<file path="config.mk">
export PLATFORM = sky130hd
export DESIGN_NAME = wdog_escalator
export DESIGN_NICKNAME = d
export VERILOG_FILES = /design/src/rtl/wdog_pkg.sv /design/src/rtl/wdog_timebase.sv /design/src/rtl/wdog_ctl_reg.sv /design/src/rtl/wdog_escalate.sv /design/src/rtl/wdog_escalator.sv
export SDC_FILE = /design/constraint.sdc
export NUM_CORES = 1
export LEC_CHECK = 0
export ABC_CLOCK_PERIOD_IN_PS = 2360
export BUFFER_PORTS_ARGS = -buffer_cell sky130_fd_sc_hd__buf_2
export CAP_MARGIN = 20
export CELL_PAD_IN_SITES_DETAIL_PLACEMENT = 0
export CELL_PAD_IN_SITES_GLOBAL_PLACEMENT = 1
export CORE_MARGIN = 5
export CORE_UTILIZATION = 41
export DETAILED_ROUTE_END_ITERATION = 10
export GPL_TIMING_DRIVEN = 0
export PLACE_DENSITY = 0.89
export SLEW_MARGIN = 15
export SYNTH_ARGS = -nofsm -noshare
export SYNTH_HDL_FRONTEND = slang
export SYNTH_SLANG_ARGS = --single-unit
</file>
<file path="constraint.sdc">
create_clock -name clk -period 2.36 [get_ports clk]
set_input_delay 0 -clock clk [delete_from_list [all_inputs] [get_ports clk]]
set_output_delay 0 -clock clk [all_outputs]
set_load 0.01 [all_outputs]
</file>
<file path="src/rtl/wdog_pkg.sv">
package wdog_pkg;
   localparam int PSEL_W   = 2;
   localparam int NUM_TAPS = 1 << PSEL_W;
   localparam int TAP_FW   = 8;

   typedef enum logic [1:0] {
      RST_NONE = 2'b00,
      RST_CORE = 2'b01,
      RST_CHIP = 2'b10,
      RST_SYS  = 2'b11
   } rst_sel_e;

   typedef struct packed {
      logic              irq_en;
      rst_sel_e          rst_sel;
      logic [PSEL_W-1:0] period;
   } ctl_t;
endpackage

</file>
<file path="src/rtl/wdog_timebase.sv">
module wdog_timebase
   import wdog_pkg::*;
#(
   parameter int                         TB_W = 32,
   parameter logic [NUM_TAPS*TAP_FW-1:0] TAPS = {8'd10, 8'd8, 8'd6, 8'd4}
) (
   input  logic              clk,
   input  logic              rst_n,
   input  logic [PSEL_W-1:0] period,
   output logic              expire
);
   if (TB_W < 2) begin : g_bad_width
      $error("wdog_timebase: TB_W must be at least 2");
   end

   logic [TB_W-1:0]     cnt;
   logic [NUM_TAPS-1:0] hit;

   always_ff @(posedge clk) begin
      if (!rst_n) cnt <= '0;
      else        cnt <= cnt + 1'b1;
   end

   for (genvar g = 0; g < NUM_TAPS; g++) begin : g_tap
      localparam int K = int'(TAPS[g*TAP_FW +: TAP_FW]);
      if (K >= TB_W) begin : g_bad_tap
         $error("wdog_timebase: tap position beyond counter width");
      end
      localparam logic [TB_W-1:0] BIT_K  = TB_W'(1) << K;
      localparam logic [TB_W-1:0] MASK_K = (TB_W'(2) << K) - TB_W'(1);
      // The bit has just risen when it is set and every bit below it is clear.
      assign hit[g] = (cnt & MASK_K) == BIT_K;
   end

   assign expire = hit[period];


   single_cycle_expire_chk: assert property (@(posedge clk) disable iff (!rst_n)
      expire |=> (!expire || period != $past(period)));
endmodule

</file>
<file path="src/rtl/wdog_ctl_reg.sv">
module wdog_ctl_reg
   import wdog_pkg::*;
(
   input  logic clk,
   input  logic rst_n,
   input  logic wr,
   input  ctl_t wr_data,
   input  logic clr_sel,
   output ctl_t q
);
   logic sel_open;
   assign sel_open = (q.rst_sel == RST_NONE);

   always_ff @(posedge clk) begin
      if (!rst_n) begin
         q <= '0;
      end else begin
         if (wr) begin
            q.irq_en <= wr_data.irq_en;
            q.period <= wr_data.period;
         end
         if (clr_sel)              q.rst_sel <= RST_NONE;
         else if (wr && sel_open)  q.rst_sel <= wr_data.rst_sel;
      end
   end


   sel_lock_chk: assert property (@(posedge clk) disable iff (!rst_n)
      (wr && !sel_open) |=> (q.rst_sel == $past(q.rst_sel) || q.rst_sel == RST_NONE));


   sel_clear_chk: assert property (@(posedge clk) disable iff (!rst_n)
      clr_sel |=> q.rst_sel == RST_NONE);
endmodule

</file>
<file path="src/rtl/wdog_escalate.sv">
module wdog_escalate
   import wdog_pkg::*;
#(
   parameter int NUM_RST = 3
) (
   input  logic     clk,
   input  logic     rst_n,
   input  logic     expire,
   input  rst_sel_e rst_sel,
   input  logic     irq_en,
   input  logic     crit_en,
   input  logic     sts_wr,
   input  logic     clr_arm,
   input  logic     clr_irq,
   output logic     arm,
   output logic     pend,
   output rst_sel_e cause,
   output logic     fire,
   output logic     wd_irq,
   output logic [NUM_RST-1:0] rst_req
);
   if (NUM_RST != 3) begin : g_bad_count
      $error("wdog_escalate: three reset kinds are encoded");
   end

   typedef enum logic [1:0] {STEP_NONE, STEP_ARM, STEP_PEND, STEP_FIRE} step_e;

   step_e step;
   logic  arm_d, pend_d, wclr_arm, wclr_irq;

   assign wclr_arm = sts_wr && clr_arm;
   assign wclr_irq = sts_wr && clr_irq;

   always_comb begin
      step = STEP_NONE;
      if (expire) begin
         if (!arm)                      step = STEP_ARM;
         else if (!pend)                step = STEP_PEND;
         else if (rst_sel != RST_NONE)  step = STEP_FIRE;
      end
   end

   assign fire = (step == STEP_FIRE);

   always_comb begin
      arm_d  = arm  || (step == STEP_ARM);
      pend_d = pend || (step == STEP_PEND);
      if (wclr_arm) arm_d  = 1'b0;
      if (wclr_irq) pend_d = 1'b0;
   end

   always_ff @(posedge clk) begin
      if (!rst_n) begin
         arm   <= 1'b0;
         pend  <= 1'b0;
         cause <= RST_NONE;
      end else begin
         arm  <= arm_d;
         pend <= pend_d;
         if (fire) cause <= rst_sel;
      end
   end

   for (genvar r = 0; r < NUM_RST; r++) begin : g_req
      always_ff @(posedge clk) begin
         if (!rst_n) rst_req[r] <= 1'b0;
         else        rst_req[r] <= fire && (rst_sel == rst_sel_e'(r + 1));
      end
   end

   assign wd_irq = pend && irq_en && crit_en;


   arm_set_chk: assert property (@(posedge clk) disable iff (!rst_n)
      (expire && !arm && !wclr_arm) |=> arm);


   pend_after_arm_chk: assert property (@(posedge clk) disable iff (!rst_n)
      $rose(pend) |-> $past(arm));


   one_kind_chk: assert property (@(posedge clk) disable iff (!rst_n)
      $onehot0(rst_req));


   req_pulse_chk: assert property (@(posedge clk) disable iff (!rst_n)
      (|rst_req) |=> !(|rst_req));


   cause_latch_chk: assert property (@(posedge clk) disable iff (!rst_n)
      (|rst_req) |-> cause == $past(rst_sel));


   pend_clear_chk: assert property (@(posedge clk) disable iff (!rst_n)
      wclr_irq |=> !pend);
endmodule

</file>
<file path="src/rtl/wdog_escalator.sv">
module wdog_escalator
   import wdog_pkg::*;
#(
   parameter int                         TB_W = 32,
   parameter logic [NUM_TAPS*TAP_FW-1:0] TAPS = {8'd10, 8'd8, 8'd6, 8'd4}
) (
   input  logic       clk,
   input  logic       rst_n,
   input  logic       ctl_wr,
   input  logic       ctl_irq_en,
   input  logic [1:0] ctl_rst_sel,
   input  logic [1:0] ctl_period,
   input  logic       sts_wr,
   input  logic       sts_clr_arm,
   input  logic       sts_clr_irq,
   input  logic       crit_en,
   output logic       wd_irq,
   output logic       rst_core,
   output logic       rst_chip,
   output logic       rst_sys,
   output logic       sts_arm,
   output logic       sts_irq,
   output logic [1:0] sts_cause,
   output logic       ctl_irq_en_q,
   output logic [1:0] ctl_rst_sel_q,
   output logic [1:0] ctl_period_q
);
   localparam int NUM_RST = 3;

   ctl_t               wdata, ctl_q;
   logic               expire, fire;
   rst_sel_e           cause;
   logic [NUM_RST-1:0] req;

   assign wdata.irq_en  = ctl_irq_en;
   assign wdata.rst_sel = rst_sel_e'(ctl_rst_sel);
   assign wdata.period  = ctl_period;

   wdog_timebase #(.TB_W(TB_W), .TAPS(TAPS)) u_tb (
      .clk    (clk),
      .rst_n  (rst_n),
      .period (ctl_q.period),
      .expire (expire)
   );

   wdog_ctl_reg u_ctl (
      .clk     (clk),
      .rst_n   (rst_n),
      .wr      (ctl_wr),
      .wr_data (wdata),
      .clr_sel (fire),
      .q       (ctl_q)
   );

   wdog_escalate #(.NUM_RST(NUM_RST)) u_esc (
      .clk     (clk),
      .rst_n   (rst_n),
      .expire  (expire),
      .rst_sel (ctl_q.rst_sel),
      .irq_en  (ctl_q.irq_en),
      .crit_en (crit_en),
      .sts_wr  (sts_wr),
      .clr_arm (sts_clr_arm),
      .clr_irq (sts_clr_irq),
      .arm     (sts_arm),
      .pend    (sts_irq),
      .cause   (cause),
      .fire    (fire),
      .wd_irq  (wd_irq),
      .rst_req (req)
   );

   assign rst_core      = req[0];
   assign rst_chip      = req[1];
   assign rst_sys       = req[2];
   assign sts_cause     = cause;
   assign ctl_irq_en_q  = ctl_q.irq_en;
   assign ctl_rst_sel_q = ctl_q.rst_sel;
   assign ctl_period_q  = ctl_q.period;
endmodule

</file>
After elaboration in Yosys (flattened, before gate mapping)
Cells that the tools add are included.

Add/subtract/negate cells: 1. $lt $le $gt $ge: 1. Equal/unequal tests: 10. Mux-type cells: 6. Bitwise gates (word level): 1. Reductions and logical operators: 15.

Operators with widths (count): adder 32 x 1 -> 32 bit, second input constant (1); == test 11 bit, second input constant (1); == test 9 bit, second input constant (1); == test 2 bit, second input constant (4); logical AND 1 bit (8); 2-to-1 mux 2 bit (4); == test 7 bit, second input constant (1); OR reduction 2 bit (3); == test 5 bit, second input constant (1); == test 2 x 1 -> 1 bit, second input constant (2); less-than comparator 2 x 3 -> 1 bit, second input constant (1); binary-select mux 1 bit (select 2 bit) (1); zero test 2 bit (1); logical OR 1 bit (2); nonzero test 2 bit (1); 2-to-1 mux 1 bit (1); NOT 1 bit (1).

Bits in registers: 44. Bits of input ports: 12. Output and inout bits: 13. Word-level logic and storage cells: 44.

Longest topological paths before layout
Depth after elaboration: 7. Mapped depth: 6. Depth with buffers taken out: 6.

Cells and area by module
A second synthesis with hierarchy kept.

Cells, all modules: 104. Area, all modules: 1007.2 µm².

Modules (own cells, without submodules): wdog_timebase (instances 1, cells each 61, area an instance 548.0 µm², sequential area each 220.2 µm²); wdog_escalate (instances 1, cells each 24, area an instance 260.2 µm², sequential area each 140.1 µm²); wdog_ctl_reg (instances 1, cells each 19, area an instance 198.9 µm², sequential area each 100.1 µm²).

Worst setup path after synthesis
Ideal clock, no wire load.

Kind: reg-to-reg. From: register u_tb.cnt[0]. To: register u_esc.pend. Setup time: 0.116 ns. Arrival: 1.195 ns. Required time: 2.244 ns. Slack: 1.049 ns. Stages on the path, launching flop included: 7. Path buffers: 0. Period minus slack after synthesis: 1.311 ns. Cells stage by stage: dfxtp_1 -> inv_1 -> ha_1 -> nor3b_2 -> o211ai_1 -> a21boi_2 -> o211a_1.

Cells in the longest elaborated chain, start to end: 6. Elaborated cells between the ends (all ways): 9. Classes of those cells: eq/ne (5); mux (3); reduce/logical (1).

RTL lines: start: declaration (line wdog_timebase.sv:16) `logic [TB_W-1:0] cnt;`; start signal: assignment (line wdog_timebase.sv:21) `else cnt <= cnt + 1'b1;`; == test 11 bit (tied with other cells) (line wdog_timebase.sv:32) `assign hit[g] = (cnt & MASK_K) == BIT_K;`; binary-select mux 1 bit (select 2 bit) * (line wdog_timebase.sv:35) `assign expire = hit[period];`; 2-to-1 mux 1 bit (implied by the code) * (line wdog_timebase.sv:35); 2-to-1 mux 2 bit * (line wdog_escalate.sv:36) `if (expire) begin`; == test 2 bit * (line wdog_escalate.sv:47) `pend_d = pend || (step == STEP_PEND);`; logical OR 1 bit * (line wdog_escalate.sv:47); end signal: assignment (line wdog_escalate.sv:59) `pend <= pend_d;`; end: declaration (line wdog_escalate.sv:16) `output logic pend,`.

Mark *: on every way between the ends. The rest lies on a longest branch, timed or not. The select of a mux whose other input is x is not followed. A chain may end at the register's enable or synchronous reset.

Worst setup path in the final report
From: register u_tb.cnt[0]. To: register, netlist name u_ctl.q[3].

Cells in the longest elaborated chain, start to end: 6. Elaborated cells between the ends (all ways): 9. Classes of those cells: eq/ne (5); mux (3); reduce/logical (1).

RTL lines: == test 11 bit (tied with other cells) (line wdog_timebase.sv:32); binary-select mux 1 bit (select 2 bit) * (line wdog_timebase.sv:35); 2-to-1 mux 1 bit (implied by the code) * (line wdog_timebase.sv:35); 2-to-1 mux 2 bit * (line wdog_escalate.sv:36); == test 2 bit * (line wdog_escalate.sv:43) `assign fire = (step == STEP_FIRE);`; OR reduction 2 bit (no source line) *.

Marked as above.

==> metrics <==
crit-path cells inv_1 > ha_1 > nor3b_2 > o211ai_1 > a21oi_1 > o21ai_0 > dlygate4sd3_1; uppermost routed layer met4; antenna violations before repair 0; worst min-delay path class input port to flop; status finished clean; flop-to-flop setup slack about 0.33 ns; total number of clock tree sinks 23; Warnings, synthesis 0; mean routed wirelength per cell 12.3 um; clock tree from TritonCTS yes; number of violations reported at the end of detailed-routing iteration 0 20; Clock Latency Late Sink roughly 0.31 ns; worst hold margin 0.0484 ns; setup-violating endpoint count in the final report 0; top cells by instance count after synthesis dfxtp_1, and2_1, nand2_1; first-pass GRT wire length 3.49 mm; post-layout minimum cycle time about 2.0 ns; most common cell in the netlist dfxtp_1; required time of the critical path 2.55 ns; Final HPWL DP roughly 1.6 mm; cell area after synthesis around 1000 um2; max cap viols 0; wl on met1 957 um; number of buffers inserted by port buffering 24; internal power a little over 500 uW; Pwr per Cell Area between 500 and 600 nW/um2; total wire length after detailed routing roughly 2.1 mm; Critical Setup Path Class flop to flop; f_max about 0.49 GHz; average footprint of a synthesized cell around 10 um2; main area contributors after synthesis dfxtp_1, and2_1, xnor2_1; worst-path fanout max 5; synthesis-stage register bit count 23; Fill cells approximately 220; Antenna Diode Count 0; initial core utilization around 42%; Switch Pwr 155 uW; Overall Power 660 uW; ratio of cells with drive above 1 in the final layout between 20% and 30%; predominant post-synthesis flop cell dfxtp_1; final critical-path setup slack roughly 0.33 ns; number of rows created at floorplan 18; DP Area approximately 1200 um2; Global Route Usage Sum roughly an eighth; kind of end point of the critical path flop; Post-synth EDFFs 0; DIE AREA between 3000 and 4000 um2; share of total power in the clock network between 20% and 30%; Post-layout nets ~160; Comb pwr share between 10% and 20%; sequential share of power between 60% and 70%; number of max-slew violations in the final report 0; Sw Ratio about a quarter; cell count after synthesis about 110; portion of the post-synthesis area used by sequential elements between 40% and 50%; slowest stage delay, CP between 0.5 and 0.6 ns; post-placement setup slack about 0.9 ns; total nets after synthesis around 120; RSZ-0062 raised after global routing no; die boundary width roughly 60 um; Worst VDD drop 503 uV; number of routed nets with antenna violations 0; met2 WL 1.07 mm; library cell contributing the largest single delay on the critical path dlygate4sd3_1; proportion of synthesized flip-flops having asynchronous set or reset 0%; core utilization of the finished layout between 50 and 60%; vias after detailed routing between 800 and 900; Post-Place Cells ~160; clk slew on worst S/H paths 0.12 ns; vias in the first global route 808; Synth cell types 30; H-tree levels 1; cell at the root of the clock tree clkbuf_4; clock buffers created by TritonCTS 3; cell type with the largest total area after synthesis dfxtp_1; total congestion overflow after global routing 0; leakage power 0.594 nW; synthesis-to-finish area growth 28.9%; Worst Tran Pin Value 0.421 ns; post-CTS setup-driven buffer insertion count 0; Worst Path Arrival around 2.2 ns; non-filler instance count after layout ~170; setup tns final 0 ns; crit path launch type flop; core region area approximately 2400 um2; count of pins on the block boundary 25; slew margin rel. a little under three quarters; post-route standard cell area excluding fillers around 1300 um2; post-DR vias/cell roughly 5; RD Place Congestion between 0.7 and 0.8; Chip Height approximately 60 um; Post-Route Skew approximately 0.011 ns; Clock Tree Buf Depth 2; count of unresolved DRC violations after routing 0; share of Yosys cell area claimed by the top area cell type a little under half; met3 wirelength from detailed routing 92 um; number of endpoints with negative hold slack in the final report 0; drt first pass iters 4; part of the cycle the worst path needs a little under nine tenths; pin count of the biggest net entering global routing 14
[critical path, delay by kind of cell (launching register included)]
family | cells | cell delay (ns)
buf+inv | 2 | 0.64
simple gates | 1 | 0.21
compound gates | 3 | 0.57
fa+ha+maj | 1 | 0.14
flops | 1 | 0.35
[area by class of cell]
class                   count  area, um2  area share (%)
inverters                   4       15.0            1.14
well taps                  30       37.5            2.85
flip-flops and latches     23        460            34.9
multi-input cells          76        539            40.9
plain buffers               2       7.51           0.570
clock inverters             1       5.00           0.380
clock buffers               3       22.5            1.71
repair buffers             35        230            17.5
[state kept, by name, summed over array words and instances (netlist names)]
name	cells
u_tb.cnt	11
u_esc.pend	1
u_esc.cause	2
u_esc.rst_req	3
u_esc.arm	1
u_ctl.q	5
[placed cells by master, fill, tap and decap left out, types with 2 or more instances in the layout]
cell type	count
clkbuf_1	2
and4_1	2
clkbuf_4	3
nor2b_1	5
ha_1	2
and2_1	11
a21oi_1	3
and3_1	3
nand3_1	5
nor3b_1	2
nand2_1	11
mux2i_1	3
o2bb2ai_1	2
xnor2_1	7
buf_2	24
dlygate4sd3_1	11
nand4_1	3
xor2_1	2
inv_1	4
dfxtp_1	23
and4b_1	2
o21ai_0	2
[cells by family after synthesis]
kind of cell,share of synthesized area (%)
simple gates,29.6
flops,45.0
compound gates,10.0
xor+xnor,7.71
buf+inv,2.20
mux,2.94
fa+ha+maj,2.45
[power by group through the flow]
| stage | sequential (mW) | combinational (mW) | clock [mW] |
|---|---|---|---|
| floorplan | 0.422 | 0.0297 | 0 |
| global placement | 0.421 | 0.0556 | 0 |
| detailed placement | 0.422 | 0.0576 | 0 |
| CTS | 0.413 | 0.0738 | 0.181 |
| global route | 0.416 | 0.0816 | 0.198 |
| finish | 0.413 | 0.0733 | 0.174 |
[final timing paths]
path | startpoint | to | cells after the start
setup reg to reg | u_tb.cnt[0]$_SDFF_PN0_ | u_ctl.q[3]$_SDFFE_PP0P_ | 7
hold reg to reg | u_esc.cause[1]$_SDFFE_PN0N_ | u_esc.cause[1]$_SDFFE_PN0N_ | 2
hold / removal | ctl_wr | u_ctl.q[4]$_SDFFE_PN0P_ | 3
setup / recovery | u_tb.cnt[0]$_SDFF_PN0_ | u_ctl.q[3]$_SDFFE_PP0P_ | 7
[metal layers]
metal,vias up,GRT usage [%]
met5,-,0
met4,0,1.90
met3,2,3.24
met2,20,20.8
met1,417,16.4
li1,442,-
[timing repair]
item | CTS | global route
hold buffers | 11 | 0
hold endpoints to repair | 7 | 0
resized for setup | 0 | 0
No activity file was read; power rests on OpenSTA's default activity.
